$ cat src/rtl/ict_pkg.sv
package ict_pkg;
  typedef enum logic [2:0] {
    MD_ONESHOT  = 3'd0,
    MD_RETRIG   = 3'd1,
    MD_RATE     = 3'd2,
    MD_SQUARE   = 3'd3,
    MD_SWSTROBE = 3'd4,
    MD_HWSTROBE = 3'd5
  } ict_mode_e;

  // codes 6 and 7 fold onto 2 and 3
  function automatic ict_mode_e fold_mode(input logic [2:0] code);
    return (code > 3'd5) ? ict_mode_e'(code - 3'd4) : ict_mode_e'(code);
  endfunction

  // modes in which a rising gate edge restarts the count
  function automatic logic edge_restarts(input ict_mode_e m);
    return (m == MD_RETRIG) || (m == MD_RATE) || (m == MD_SQUARE) || (m == MD_HWSTROBE);
  endfunction

  // modes in which the gate level holds counting
  function automatic logic level_holds(input ict_mode_e m);
    return (m == MD_ONESHOT) || (m == MD_SWSTROBE);
  endfunction
endpackage

$ cat src/rtl/ict_ctrl.sv
module ict_ctrl
  import ict_pkg::*;
#(
  parameter int CNT_W = 16,
  localparam int PH_W = CNT_W + 1
) (
  input  logic             clk,
  input  logic             rst_n,
  input  logic             tick_en,
  input  logic             mode_we,
  input  logic [2:0]       mode_sel,
  input  logic             load_stb,
  input  logic [CNT_W-1:0] load_val,
  input  logic             gate,
  output ict_mode_e        mode_q,
  output logic             cfg_valid,
  output logic [PH_W-1:0]  n_q,
  output logic [PH_W-1:0]  load_n,
  output logic             ld_apply,
  output logic             restart,
  output logic             run_en
);
  localparam logic [PH_W-1:0] FULL = {1'b1, {CNT_W{1'b0}}};

  logic             pend_q;
  logic [CNT_W-1:0] pend_val_q;
  logic             gate_q;
  logic             gate_rise;

  assign gate_rise = gate & ~gate_q;
  assign load_n    = (pend_val_q == '0) ? FULL : {1'b0, pend_val_q};
  assign ld_apply  = tick_en & pend_q & cfg_valid & ~mode_we;
  assign restart   = mode_we | (cfg_valid & gate_rise & edge_restarts(mode_q));
  assign run_en    = cfg_valid & tick_en & ~ld_apply & ~restart
                   & (gate | ~level_holds(mode_q));

  always_ff @(posedge clk) begin
    if (!rst_n) begin
      mode_q     <= MD_ONESHOT;
      cfg_valid  <= 1'b0;
      n_q        <= FULL;
      pend_q     <= 1'b0;
      pend_val_q <= '0;
      gate_q     <= 1'b0;
    end else begin
      gate_q <= gate;
      if (mode_we) begin
        mode_q    <= fold_mode(mode_sel);
        cfg_valid <= 1'b1;
      end
      if (ld_apply) n_q <= load_n;
      if (load_stb) begin
        pend_q     <= 1'b1;
        pend_val_q <= load_val;
      end else if (ld_apply) begin
        pend_q <= 1'b0;
      end
    end
  end
endmodule

$ cat src/rtl/ict_phase.sv
module ict_phase #(
  parameter int CNT_W = 16,
  localparam int PH_W = CNT_W + 1
) (
  input  logic             clk,
  input  logic             rst_n,
  input  logic [PH_W-1:0]  n_q,
  input  logic [PH_W-1:0]  load_n,
  input  logic             ld_apply,
  input  logic             restart,
  input  logic             run_en,
  output logic [PH_W-1:0]  phase,
  output logic [1:0]       wraps,
  output logic [CNT_W-1:0] cnt
);
  logic [PH_W-1:0] phase_inc;
  logic            period_end;

  assign phase_inc  = phase + 1'b1;
  assign period_end = (phase_inc == n_q);

  always_ff @(posedge clk) begin
    if (!rst_n) begin
      phase <= '0;
      wraps <= 2'd0;
      cnt   <= '0;
    end else if (ld_apply) begin
      phase <= '0;
      wraps <= 2'd0;
      cnt   <= load_n[CNT_W-1:0];
    end else if (restart) begin
      phase <= '0;
      wraps <= 2'd0;
      cnt   <= n_q[CNT_W-1:0];
    end else if (run_en) begin
      cnt <= cnt - 1'b1;
      if (period_end) begin
        phase <= '0;
        if (wraps != 2'd2) wraps <= wraps + 2'd1;
      end else begin
        phase <= phase_inc;
      end
    end
  end
endmodule

$ cat src/rtl/ict_decode.sv
module ict_decode
  import ict_pkg::*;
#(
  parameter int CNT_W = 16,
  localparam int PH_W = CNT_W + 1
) (
  input  ict_mode_e        mode_q,
  input  logic             cfg_valid,
  input  logic [PH_W-1:0]  n_q,
  input  logic [PH_W-1:0]  phase,
  input  logic [1:0]       wraps,
  input  logic [CNT_W-1:0] cnt,
  output logic [CNT_W-1:0] count,
  output logic             out
);
  logic [PH_W-1:0]  half;
  logic             first_half;
  logic             reached;
  logic             exact;
  logic [CNT_W-1:0] n_lo;
  logic [CNT_W-1:0] p_lo;
  logic [CNT_W-1:0] p_dbl;

  assign half       = (n_q + 1'b1) >> 1;
  assign first_half = (phase < half);
  assign reached    = (wraps != 2'd0);
  assign exact      = (wraps == 2'd1) && (phase == '0);
  assign n_lo       = n_q[CNT_W-1:0];
  assign p_lo       = phase[CNT_W-1:0];
  assign p_dbl      = {p_lo[CNT_W-2:0], 1'b0};

  always_comb begin
    count = cnt;
    out   = 1'b0;
    unique case (mode_q)
      MD_ONESHOT, MD_RETRIG: out = reached;
      MD_RATE: begin
        count = n_lo - p_lo;
        out   = reached && (phase == '0);
      end
      MD_SQUARE: begin
        count = first_half ? (n_lo - p_dbl) : ({n_lo[CNT_W-2:0], 1'b0} - p_dbl);
        out   = first_half;
      end
      MD_SWSTROBE, MD_HWSTROBE: out = exact;
      default: out = 1'b0;
    endcase
    if (!cfg_valid) out = 1'b0;
  end
endmodule

$ cat src/rtl/interval_counter_ch.sv
module interval_counter_ch
  import ict_pkg::*;
#(
  parameter int CNT_W = 16
) (
  input  logic             clk,
  input  logic             rst_n,
  input  logic             tick_en,
  input  logic             mode_we,
  input  logic [2:0]       mode_sel,
  input  logic             load_stb,
  input  logic [CNT_W-1:0] load_val,
  input  logic             gate,
  output logic [CNT_W-1:0] count,
  output logic             out
);
  localparam int PH_W = CNT_W + 1;

  ict_mode_e        mode_q;
  logic             cfg_valid;
  logic [PH_W-1:0]  n_q;
  logic [PH_W-1:0]  load_n;
  logic             ld_apply;
  logic             restart;
  logic             run_en;
  logic [PH_W-1:0]  phase;
  logic [1:0]       wraps;
  logic [CNT_W-1:0] cnt;

  ict_ctrl #(.CNT_W(CNT_W)) u_ctrl (
    .clk(clk), .rst_n(rst_n), .tick_en(tick_en), .mode_we(mode_we),
    .mode_sel(mode_sel), .load_stb(load_stb), .load_val(load_val), .gate(gate),
    .mode_q(mode_q), .cfg_valid(cfg_valid), .n_q(n_q), .load_n(load_n),
    .ld_apply(ld_apply), .restart(restart), .run_en(run_en)
  );

  ict_phase #(.CNT_W(CNT_W)) u_phase (
    .clk(clk), .rst_n(rst_n), .n_q(n_q), .load_n(load_n), .ld_apply(ld_apply),
    .restart(restart), .run_en(run_en), .phase(phase), .wraps(wraps), .cnt(cnt)
  );

  ict_decode #(.CNT_W(CNT_W)) u_decode (
    .mode_q(mode_q), .cfg_valid(cfg_valid), .n_q(n_q), .phase(phase),
    .wraps(wraps), .cnt(cnt), .count(count), .out(out)
  );
endmodule

$ cat config.mk
export PLATFORM = sky130hd
export DESIGN_NAME = interval_counter_ch
export DESIGN_NICKNAME = d
export VERILOG_FILES = /design/src/rtl/ict_pkg.sv /design/src/rtl/ict_ctrl.sv /design/src/rtl/ict_phase.sv /design/src/rtl/ict_decode.sv /design/src/rtl/interval_counter_ch.sv
export SDC_FILE = /design/constraint.sdc
export NUM_CORES = 1
export LEC_CHECK = 0
export BUFFER_PORTS_ARGS = -buffer_cell sky130_fd_sc_hd__clkbuf_2
export CELL_PAD_IN_SITES_DETAIL_PLACEMENT = 1
export CELL_PAD_IN_SITES_GLOBAL_PLACEMENT = 2
export CORE_MARGIN = 8
export CORE_UTILIZATION = 34
export CTS_CLUSTER_SIZE = 30
export DETAILED_ROUTE_END_ITERATION = 7
export GPL_TIMING_DRIVEN = 0
export PLACE_DENSITY = 0.77
export SETUP_SLACK_MARGIN = 0.02
export SYNTH_ARGS = -nofsm -noshare
export SYNTH_HDL_FRONTEND = slang
export SYNTH_HIERARCHICAL = 1
export SYNTH_SLANG_ARGS = --single-unit
export TNS_END_PERCENT = 30
$ cat constraint.sdc
create_clock -name clk -period 7 [get_ports clk]
set_input_delay 2.1 -clock clk [delete_from_list [all_inputs] [get_ports clk]]
set_output_delay 2.1 -clock clk [all_outputs]
set_load 0.02 [all_outputs]
==> key figures, run 1 <==
Drt
  • Met2 routed WL: 12140 um
  • Max layer used: met4
  • Met3 Wirelength: 950 um
  • DRT antenna net count: 0
  • Final WL: 25120 um
  • Mean number of vias per cell: 5.515
  • DR WL/cell: 20.99 um
  • Detailed-route via count: 6602
  • DRC viols: 0
  • Met1 WL: 11600 um
  • First-pass DRT Iterations: 4
  • First DRT Iteration DRCs: 310

Run status
  • Outcome: finished with violations
  • Failing checks: setup timing

Place
  • Detailed placement HPWL: 18180 um
  • Place WS: -1.390 ns
  • Routability Congestion: 0.8089
  • Placed inst area: 0.007302 mm^2
  • I/O Buffers: 39
  • # placed instances: 1158

Hold path
  • Hold Path Depth: 2
  • Hold Path End: u_phase/wraps[0]
  • Hold crit path type: flip-flop to flip-flop
  • Hold_sp: u_phase/wraps[0]

Timing
  • Fin worst setup slack: -0.1408 ns
  • Final setup viols: 7
  • Worst-Margin Slew: 0.9508 ns
  • Fin crit period: 7.141 ns
  • Max Fclk: 140.0 MHz
  • TNS Setup: -0.6712 ns
  • Final Hold Fails: 0
  • Final Skew: 0.01014 ns
  • Min Hold Slack: 0.4770 ns
  • Unrepaired setup endpoints after global routing: true
  • Final period utilization: 1.020
  • Slew Limit Headroom: 0.3612
  • Slew Viols, Final: 0

Power
  • Power per cell area: 141.8 mW/mm^2
  • Combinational power share: 0.180
  • P_int: 0.8073 mW
  • Flop pwr share: 0.394
  • Net Switching: 0.3630 mW
  • Static Leak: 3.101 nW
  • Post-route total power: 1.170 mW
  • Switching share of power: 0.3102
  • Clock share of power: 0.426
  • Worst VDD drop: 0.1207 mV

Critical path
  • Max incr delay on CP: 0.45 ns
  • Worst r2r src: u_ctrl/mode_q[1]
  • CP startpoint: u_ctrl/n_q[3]
  • Worst Path Required: 4.90 ns
  • Reg-to-Reg End: u_phase/cnt[15]
  • R2r setup slk: 3.55 ns
  • CP max FO: 7
  • Critical path arrival: 5.04 ns
  • Worst reg2reg path depth: 8
  • Worst Setup Start Kind: flip-flop
  • CP Cell Sequence: nand3_4, nor2_4, nand2_2, or3_4, nor2_4, xnor2_2, ha_4, a211oi_4, o21ai_2, buf_4, o221ai_2, o21ai_4, buf_6, mux2_2, ha_4, a21o_1, a21oi_2, buf_6, a221oi_4, nor2_1, xnor2_1, a21oi_1, o21ai_1, clkbuf_2
  • Kind of critical path: flip-flop to output pin
  • Critical path's slowest cell: or3_4
  • Crit end category: output pin

Yosys
  • Main synth FF type: dfxtp_1
  • Top-area cell type share of the netlist area: 0.2189
  • Yosys top cell by area: dfxtp_1
  • Mapped Nets: 929
  • Post-synth EDFFs: 0
  • Async S/R FF share, synth: 0
  • Netlist Area Pre-Place: 0.006769 mm^2
  • Synth cell types: 82
  • Post-Syn Instances: 854
  • Top cells by area, synth: dfxtp_1, ha_1, xnor2_1
  • Avg Cell Area, Syn: 7.926 um^2
  • #FFs+latches synth: 74
  • Synthesis Warnings: 6
  • Sequential fraction of the synthesis area: 0.2189

Final layout
  • Layout cells sized above 1: 0.2178
  • Final net count: 1002
  • Most common cell after layout, fill and taps aside: nand2_1
  • # diodes: 0
  • P&R area growth vs syn: 21.94%
  • Design area: 0.008254 mm^2
  • Final Util: 0.4227
  • Fin cells: 1197
  • Most frequent cells in the layout: nand2_1, dfxtp_1, xnor2_1

Global route
  • Initial antenna violation count: 0
  • GRT Residual Overflow: 0
  • Number of global-route vias before repair: 6798
  • Total GRT Usage: 0.2071
  • Largest net degree at the start of global routing: 16
  • Global-route wire length before repair: 39160 um

Floorplan
  • Die X: 157.1 um
  • Starting Density: 0.3467
  • Cell Rows: 51
  • Die area: 0.02468 mm^2
  • Core area: 0.01953 mm^2
  • Die height: 157.1 um
  • Io pins: 42

Clock tree
  • Hold_buf cts: 0
  • Clock root buffer: clkbuf_16
  • Number of CTS-inserted buffers: 9
  • Max Buffers Root-to-Sink: 2
  • Worst-path clk slew: 0.07 ns
  • Clk sinks: 74
  • TritonCTS clock tree: built
  • H-tree Lvls: 3
  • Worst-Skew Late Latency: 0.35 ns

Flow run
  • Max cap viols: 0
==> repair_timing <==
item                       CTS  global route
gates resized for setup     94            18
setup buffers               21             3
pin swaps                   28            24
setup endpoints to repair   15            10
==> layout make-up <==
type / instances / area [um^2]
Multi-Input combinational cell: 688 / 5273
Sequential cell: 74 / 1520
Fill cell: 2416 / 11270
Inverter: 40 / 152.6
Buffer: 52 / 254.0
Clock buffer: 9 / 225.2
Clock inverter: 7 / 85.08
Timing Repair Buffer: 62 / 412.9
Tap cell: 265 / 331.6
==> synthesized netlist by cell type (19+ instances only) <==
master,number
a21oi_1,31
clkbuf_1,37
dfxtp_1,74
ha_1,48
inv_1,38
mux2i_1,38
nand2_1,97
nor2_1,58
nor2b_1,29
nor3_1,19
o21ai_0,54
xnor2_1,55
xor2_1,30
==> worst max-delay path by stage <==
stage                            to  slack (ns)
after floorplan           count[11]        0.05
after global placement    count[11]       -1.38
after detailed placement  count[15]       -1.39
after CTS                 count[13]       -0.15
after global routing      count[13]       -0.40
final                     count[10]       -0.14
==> kinds of logic after synthesis <==
group,count (synthesis),share of synthesized area
buffers and inverters,92,0.05915
AND/OR/NAND/NOR,311,0.2462
XOR/XNOR,85,0.1100
flip-flops,74,0.2189
AO/OA/AOI/OAI,193,0.1967
adder cells (fa/ha/maj),50,0.09464
multiplexers,49,0.07449
==> sequential cells by signal, summed over array words and instances (netlist names) <==
register and flops:
u_ctrl/cfg_valid 1, u_ctrl/gate_q 1, u_ctrl/mode_q 3, u_ctrl/n_q 17, u_ctrl/pend_q 1, u_ctrl/pend_val_q 16, u_phase/cnt 16, u_phase/phase 17
u_phase/wraps 2
==> metal layers <==
metal | GRT usage | vias up
met1 | 0.2654 | 3260
li1 | - | 3184
met5 | 0 | -
met3 | 0.02715 | 27
met4 | 0.05893 | 0
met2 | 0.3566 | 131
==> power by group through the flow <==
stage                     clock network [mW]  registers [mW]  logic [mW]
final                                  0.499           0.462       0.210
after CTS                              0.512           0.462       0.209
after global routing                   0.523           0.464       0.231
after floorplan                            0           0.462       0.141
after global placement                     0           0.475       0.194
after detailed placement                   0           0.475       0.196
==> worst max-delay path: cells and delay by family (launching register included) <==
kind	cells	cell delay, ns
adders and majority gates	2	0.61
buffers and inverters	4	0.60
muxes	1	0.36
xor gates and xnor gates	2	0.23
AOI/OAI and AO/OA	9	1.54
DFF	1	0.38
and+or+nand+nor	6	0.95
Note: power is estimated with default switching activity, not from simulation.
==> inputs of run 2 (changes only) <==
--- a/config.mk
+++ b/config.mk
@@ -14,6 +14,7 @@
 export DETAILED_ROUTE_END_ITERATION = 7
 export GPL_TIMING_DRIVEN = 0
 export PLACE_DENSITY = 0.77
+export RECOVER_POWER = 100
 export SETUP_SLACK_MARGIN = 0.02
 export SYNTH_ARGS = -nofsm -noshare
 export SYNTH_HDL_FRONTEND = slang
==> key figures, run 2 (synthesis gave the netlist of run 1 again) <==
Floorplan
  • Starting Density: 0.3467 (unchanged)
  • Die area: 0.02468 mm^2 (unchanged)
  • Cell Rows: 51 (unchanged)
  • Io pins: 42 (unchanged)
  • Die X: 157.1 um (unchanged)
  • Core area: 0.01953 mm^2 (unchanged)
  • Die height: 157.1 um (unchanged)

Hold path
  • Hold_sp: u_phase/wraps[0]
  • Hold Path End: u_phase/wraps[0]
  • Hold Path Depth: 2 (unchanged)
  • Hold crit path type: flip-flop to flip-flop

Place
  • Routability Congestion: 0.8089 (unchanged)
  • Place WS: -1.390 ns (unchanged)
  • I/O Buffers: 39 (unchanged)
  • Detailed placement HPWL: 18180 um (unchanged)
  • # placed instances: 1158 (unchanged)

Drt
  • DRT antenna net count: 0 (unchanged)
  • DR WL/cell: 21.03 um (+0.20%)
  • First DRT Iteration DRCs: 349 (+13%)
  • Final WL: 25170 um (+0.20%)
  • DRC viols: 0 (unchanged)
  • Mean number of vias per cell: 5.505 (-0.20%)
  • Detailed-route via count: 6589 (-0.20%)
  • First-pass DRT Iterations: 5 (+1)

Critical path
  • Critical path's slowest cell: or3_4
  • Kind of critical path: flip-flop to output pin
  • Reg-to-Reg End: u_phase/phase[5]
  • Worst reg2reg path depth: 7 (-1)
  • CP Cell Sequence: inv_1, nor2_4, nand2_2, or3_4, nor2_4, xnor2_2, ha_4, a211oi_4, o21ai_2, buf_4, o221ai_2, o21ai_4, buf_6, mux2_2, ha_4, a21o_1, a21oi_2, buf_6, a221oi_4, nor2_1, xnor2_1, a21oi_1, o21ai_1, clkbuf_2
  • CP max FO: 7 (unchanged)
  • Worst r2r src: u_ctrl/mode_q[1]
  • CP startpoint: u_ctrl/n_q[5]
  • R2r setup slk: 2.69 ns (-0.86 ns)
  • Crit end category: output pin
  • Worst Setup Start Kind: flip-flop
  • Max incr delay on CP: 0.44 ns (about the same)
  • Worst Path Required: 4.90 ns (about the same)
  • Critical path arrival: 5.05 ns (about the same)

Clock tree
  • Clk sinks: 74 (unchanged)
  • Hold_buf cts: 0 (unchanged)
  • H-tree Lvls: 3 (unchanged)
  • Worst-path clk slew: 0.07 ns (about the same)
  • TritonCTS clock tree: built
  • Worst-Skew Late Latency: 0.35 ns (about the same)
  • Max Buffers Root-to-Sink: 2 (unchanged)
  • Number of CTS-inserted buffers: 9 (unchanged)
  • Clock root buffer: clkbuf_16

Run status
  • Outcome: finished with violations
  • Failing checks: setup timing

Global route
  • GRT Residual Overflow: 0 (unchanged)
  • Initial antenna violation count: 0 (unchanged)
  • Global-route wire length before repair: 39160 um (unchanged)
  • Largest net degree at the start of global routing: 16 (unchanged)
  • Total GRT Usage: 0.2071 (unchanged)
  • Number of global-route vias before repair: 6798 (unchanged)

Timing
  • Final setup viols: 7 (unchanged)
  • Max Fclk: 139.8 MHz (-0.17%)
  • Slew Limit Headroom: 0.1002 (-0.2610)
  • Slew Viols, Final: 0 (unchanged)
  • Final period utilization: 1.022 (+0.001717)
  • Fin crit period: 7.153 ns (+0.01202 ns)
  • TNS Setup: -0.6920 ns (-0.02083 ns)
  • Unrepaired setup endpoints after global routing: true
  • Worst-Margin Slew: 1.337 ns (+0.3865 ns)
  • Final Hold Fails: 0 (unchanged)
  • Final Skew: 0.01072 ns (+0.0005809 ns)
  • Fin worst setup slack: -0.1528 ns (-0.01202 ns)

Power
  • Power per cell area: 142.8 mW/mm^2 (+0.70%)
  • Static Leak: 3.060 nW (-1.3%)
  • Post-route total power: 1.168 mW (-0.23%)
  • Worst VDD drop: 0.1206 mV (about the same)

Flow run
  • Max cap viols: 0 (unchanged)

Final layout
  • Layout cells sized above 1: 0.1964 (-0.02146)
  • Fillcell total: 2427 (+0.46%)
  • Most frequent cells in the layout: nand2_1, dfxtp_1, xnor2_1
  • Final Util: 0.4188 (-0.003909)
  • Most common cell after layout, fill and taps aside: nand2_1
  • Biggest regs: u_ctrl/n_q x17, u_phase/phase x17
  • P&R area growth vs syn: 20.81%
  • # diodes: 0 (unchanged)
  • Final net count: 1002 (unchanged)
  • Fin cells: 1197 (unchanged)
run 2: cell types whose count changed in the layout (fill, tap and decap cells not counted), sizes merged:
cell,previous run,this run
clkbuf,83,85
buf,40,38
run 2: per-stage QoR:
stage	instance area [um^2]	hold WS [ns]
final	8178	0.4751
after global routing	8178	0.5153
after CTS	8164	0.4819
after detailed placement	7302	0.4719
after global placement	7296	0.4614
after floorplan	6769	0.4446
run 2: report_power, final:
| group | total (mW) | switching [mW] | internal (mW) |
|---|---|---|---|
| logic | 0.207 | 0.120 | 0.0876 |
| registers | 0.461 | 0.0275 | 0.434 |
| clock network | 0.499 | 0.216 | 0.283 |
| total | 1.17 | 0.363 | 0.805 |
run 2: timing repair:
item | 4_1_cts | 5_1_grt
pin swaps | 28 | 24
resized for setup | 94 | 18
cloned | 0 | 0
setup endpoints to repair | 15 | 10
buffers inserted | 21 | 3
run 2: how the worst max path moves through the flow:
stage                      endpoint  cells after the start
final                     count[10]                     24
after global routing      count[13]                     25
after CTS                 count[13]                     25
after detailed placement  count[15]                     24
after global placement    count[11]                     23
after floorplan           count[11]                     22
run 2: metal layers:
| metal | global-route usage | up-vias | wire (um) |
|---|---|---|---|
| met5 | 0 | - | 0 |
| met4 | 0.05893 | 0 | 427 |
| met3 | 0.02715 | 27 | 996 |
| met2 | 0.3566 | 126 | 12160 |
| met1 | 0.2654 | 3259 | 11590 |
| li1 | - | 3177 | - |
run 2: area by class of cell:
cell class              instances  area (um^2)  area share
clock buffers                   9        225.2     0.02754
plain buffers                  52        239.0     0.02922
well taps                     265        331.6     0.04054
flip-flops and latches         74         1520      0.1859
inverters                      40        152.6     0.01867
repair buffers                 62        404.1     0.04942
clock inverters                 7        85.08     0.01040
multi-input cells             688         5220      0.6383
run 2: critical path: cells and delay by family (launching register included):
kind / cells / cell delay [ns]
buf+inv: 5 / 0.69
xor+xnor: 2 / 0.23
compound gates: 9 / 1.55
mux: 1 / 0.36
flops: 1 / 0.38
fa+ha+maj: 2 / 0.61
simple gates: 5 / 0.87
==> inputs of run 3 (changes only) <==
--- a/config.mk
+++ b/config.mk
@@ -8,16 +8,16 @@
 export BUFFER_PORTS_ARGS = -buffer_cell sky130_fd_sc_hd__clkbuf_2
 export CELL_PAD_IN_SITES_DETAIL_PLACEMENT = 1
 export CELL_PAD_IN_SITES_GLOBAL_PLACEMENT = 2
+export CORE_ASPECT_RATIO = 1.25
 export CORE_MARGIN = 8
-export CORE_UTILIZATION = 34
+export CORE_UTILIZATION = 33
 export CTS_CLUSTER_SIZE = 30
 export DETAILED_ROUTE_END_ITERATION = 7
 export GPL_TIMING_DRIVEN = 0
-export PLACE_DENSITY = 0.77
+export PLACE_DENSITY = 0.76
 export RECOVER_POWER = 100
 export SETUP_SLACK_MARGIN = 0.02
 export SYNTH_ARGS = -nofsm -noshare
 export SYNTH_HDL_FRONTEND = slang
-export SYNTH_HIERARCHICAL = 1
 export SYNTH_SLANG_ARGS = --single-unit
 export TNS_END_PERCENT = 30
==> key figures, run 3 <==
Timing
  • Max Fclk: 135.0 MHz (-3.4%)
  • Final period utilization: 1.058 (+0.03652)
  • Final setup viols: 9 (+2)
  • Worst-Margin Slew: 1.040 ns (-0.2978 ns)
  • TNS Setup: -1.870 ns (-1.178 ns)
  • Final Skew: 0.008356 ns (-0.002363 ns)
  • Unrepaired setup endpoints after global routing: true
  • Final Hold Fails: 0 (unchanged)
  • Slew Viols, Final: 0 (unchanged)
  • Fin crit period: 7.408 ns (+0.2556 ns)
  • Fin worst setup slack: -0.4085 ns (-0.2556 ns)
  • Slew Limit Headroom: 0.3016 (+0.2014)

Final layout
  • P&R area growth vs syn: 23.88%
  • Most frequent cells in the layout: nand2_1, dfxtp_1, nor2_1
  • Most common cell after layout, fill and taps aside: nand2_1
  • Final Util: 0.4113 (-0.007474)
  • Layout cells sized above 1: 0.2046 (+0.008241)
  • Fillcell total: 2468 (+1.7%)
  • Biggest regs: u_ctrl.n_q x17, u_phase.phase x17
  • # diodes: 0 (unchanged)
  • Final net count: 1030 (+2.8%)

Floorplan
  • Io pins: 42 (unchanged)
  • Starting Density: 0.3321 (-0.01461)
  • Die X: 142.5 um (-9.3%)
  • Cell Rows: 58 (+14%)
  • Die area: 0.02482 mm^2 (+0.56%)
  • Die height: 174.1 um (+11%)
  • Core area: 0.01988 mm^2 (+1.8%)

Global route
  • Number of global-route vias before repair: 7053 (+3.8%)
  • GRT Residual Overflow: 0 (unchanged)
  • Largest net degree at the start of global routing: 15 (-1)
  • Total GRT Usage: 0.2057 (-0.001370)
  • Global-route wire length before repair: 39660 um (+1.3%)
  • Initial antenna violation count: 0 (unchanged)

Power
  • Combinational power share: 0.267 (+0.090)
  • Clock share of power: 0.381 (-0.046)
  • Flop pwr share: 0.352 (-0.043)
  • Power per cell area: 160.9 mW/mm^2 (+13%)
  • Worst VDD drop: 0.1286 mV (+6.6%)
  • Static Leak: 3.157 nW (+3.2%)
  • Switching share of power: 0.3386 (+0.02790)
  • P_int: 0.8704 mW (+8.1%)
  • Net Switching: 0.4456 mW (+23%)

Drt
  • Max layer used: met4
  • First-pass DRT Iterations: 4 (-1)
  • Met1 WL: 10320 um (-11%)
  • DR WL/cell: 20.38 um (-3.1%)
  • Final WL: 25030 um (-0.58%)
  • Detailed-route via count: 6652 (+0.96%)
  • Met3 Wirelength: 724 um (-27%)
  • First DRT Iteration DRCs: 262 (-25%)
  • Mean number of vias per cell: 5.417 (-1.6%)
  • Met2 routed WL: 12950 um (+6.5%)
  • DRC viols: 0 (unchanged)
  • DRT antenna net count: 0 (unchanged)

Critical path
  • Worst reg2reg path depth: 9 (+2)
  • CP startpoint: u_ctrl.n_q[0]
  • Critical path arrival: 5.31 ns (+0.26 ns)
  • Crit end category: output pin
  • R2r setup slk: 3.20 ns (+0.51 ns)
  • Max incr delay on CP: 0.40 ns (-0.04 ns)
  • CP max FO: 5 (-2)
  • Worst Setup Start Kind: flip-flop
  • Worst setup endpoint: count[15]
  • Reg-to-Reg End: u_phase.phase[4]
  • Worst r2r src: u_ctrl.mode_q[1]
  • Kind of critical path: flip-flop to output pin
  • CP Cell Sequence: ha_4, nand3_4, nor3_4, and4_4, nand3_2, xor2_1, ha_1, buf_4, nand2_1, o2111ai_2, o21ai_2, buf_6, buf_6, mux2_2, ha_1, and3_4, a2111o_1, o221ai_2, o21ai_2, and4_1, nor3_2, o31a_1, o211ai_1, buf_4
  • Worst Path Required: 4.90 ns (about the same)
  • Critical path's slowest cell: dfxtp_4

Place
  • I/O Buffers: 39 (unchanged)
  • Detailed placement HPWL: 19340 um (+6.3%)
  • Routability Congestion: 0.8535 (+5.5%)
  • Place WS: -1.393 ns (-0.002890 ns)

Yosys
  • Synthesis Warnings: 0 (-6)
  • Main synth FF type: dfxtp_1
  • Post-Synth XOR/XNOR Area: 0.09418 (-0.01580)
  • Post-synth EDFFs: 0 (unchanged)
  • Mapped Nets: 943 (+1.5%)
  • Area fraction in compound gates after synthesis: 0.2274 (+0.03073)
  • Post-Syn Instances: 866 (+1.4%)
  • Async S/R FF share, synth: 0 (unchanged)
  • Synth cell types: 72 (-12%)
  • Post-synthesis mux area share: 0.05230 (-0.02219)
  • Yosys top cell by area: dfxtp_1
  • Top-count cell post-synth: nand2_1
  • Top cells by area, synth: dfxtp_1, ha_1, nand2_1
  • Avg Cell Area, Syn: 7.624 um^2 (-3.8%)
  • Top cells by count, synth: nand2_1, dfxtp_1, nor2_1
  • Netlist Area Pre-Place: 0.006603 mm^2 (-2.5%)
  • Sequential fraction of the synthesis area: 0.2244 (+0.005516)
  • Main combinational cell family by area after synthesis: simple AND/OR/NAND/NOR gates
  • #FFs+latches synth: 74 (unchanged)
  • Top-area cell type share of the netlist area: 0.2244 (+0.005516)
  • Post-Synth Simple-Gate Area: 0.2460 (about the same)
  • Adder and majority gate portion of the synthesized area: 0.1008 (+0.006175)

Clock tree
  • H-tree Lvls: 3 (unchanged)
  • TritonCTS clock tree: built
  • Number of CTS-inserted buffers: 9 (unchanged)
  • Max Buffers Root-to-Sink: 2 (unchanged)
  • Worst-Skew Late Latency: 0.36 ns (about the same)
  • Clock root buffer: clkbuf_16
  • Worst-path clk slew: 0.07 ns (about the same)
  • Clk sinks: 74 (unchanged)

Flow run
  • Max cap viols: 0 (unchanged)

Hold path
  • Hold crit path type: flip-flop to flip-flop

Run status
  • Outcome: finished with violations
  • Failing checks: setup timing
==> run 3: changes by cell type in the layout (fill, tap and decap cells not counted), sizes merged, moves of 14 or more <==
cell,delta
a21oi,+25
buf,+23
inv,-14
mux2i,-17
nand3,+21
o211ai,+21
xnor2,-15
==> run 3: repair_timing <==
action / 4_1_cts / 5_1_grt
pin swaps: 39 / 33
setup endpoints to repair: 14 / 11
hold buffers: 0 / 0
resized for setup: 95 / 27
setup buffers: 26 / 11
==> run 3: kinds of logic after synthesis <==
logic type / Yosys count
buffers and inverters: 85
xor gates and xnor gates: 71
DFF: 74
muxes: 33
AOI/OAI and AO/OA: 234
adders and majority gates: 52
and+or+nand+nor: 317
==> run 3: layer usage <==
layer / track usage / vias to the layer above
li1: - / 3297
met1: 0.2337 / 3197
met5: 0 / -
met4: 0.09454 / 0
met3: 0.02443 / 51
met2: 0.3724 / 107
==> run 3: worst max-delay path, delay by kind of cell (launching register included) <==
| kind | cells | cell delay, ns |
|---|---|---|
| AND/OR/NAND/NOR | 8 | 1.33 |
| XOR/XNOR | 1 | 0.17 |
| buffers and inverters | 4 | 0.61 |
| adder cells (fa/ha/maj) | 3 | 0.85 |
| AO/OA/AOI/OAI | 7 | 1.25 |
| flip-flops | 1 | 0.40 |
| multiplexers | 1 | 0.34 |
==> run 3: metrics by stage <==
step / power, mW / hold slack, ns / cell area [um^2] / cells
2_1_floorplan: 0.6851 / 0.4551 / 6608 / 866
3_3_place_gp: 0.7791 / 0.4804 / 7141 / 1175
3_5_place_dp: 0.7817 / 0.4843 / 7141 / 1175
4_1_cts: 1.318 / 0.4934 / 8045 / 1217
5_1_grt: 1.378 / 0.5132 / 8179 / 1228
6_report: 1.316 / 0.5053 / 8179 / 1228
==> run 3: area by class of cell <==
type	count	area [um^2]	area share
Sequential cell	74	1493	0.1825
Clock inverter	6	73.82	0.009026
Multi-Input combinational cell	707	5110	0.6248
Timing Repair Buffer	76	529.3	0.06471
Buffer	58	301.5	0.03687
Inverter	27	105.1	0.01285
Clock buffer	10	229.0	0.02799
Tap cell	270	337.8	0.04130
==> run 3: power by group through the flow <==
stage	registers (mW)	clock network, mW	logic, mW
2_1_floorplan	0.465	0	0.220
3_3_place_gp	0.473	0	0.306
3_5_place_dp	0.473	0	0.309
4_1_cts	0.463	0.511	0.345
5_1_grt	0.466	0.528	0.383
6_report	0.463	0.501	0.352
==> run 3: worst min-delay path by stage <==
stage	start	to	slack (ns)	cells past startpoint
4_1_cts	u_phase.cnt[1]	u_phase.cnt[1]	0.49	2
6_report	u_phase.cnt[1]	u_phase.cnt[1]	0.51	2
5_1_grt	u_phase.cnt[1]	u_phase.cnt[1]	0.51	2
3_3_place_gp	u_phase.cnt[1]	u_phase.cnt[1]	0.48	2
3_5_place_dp	u_phase.cnt[1]	u_phase.cnt[1]	0.48	2
2_1_floorplan	u_phase.cnt[1]	u_phase.cnt[1]	0.46	2
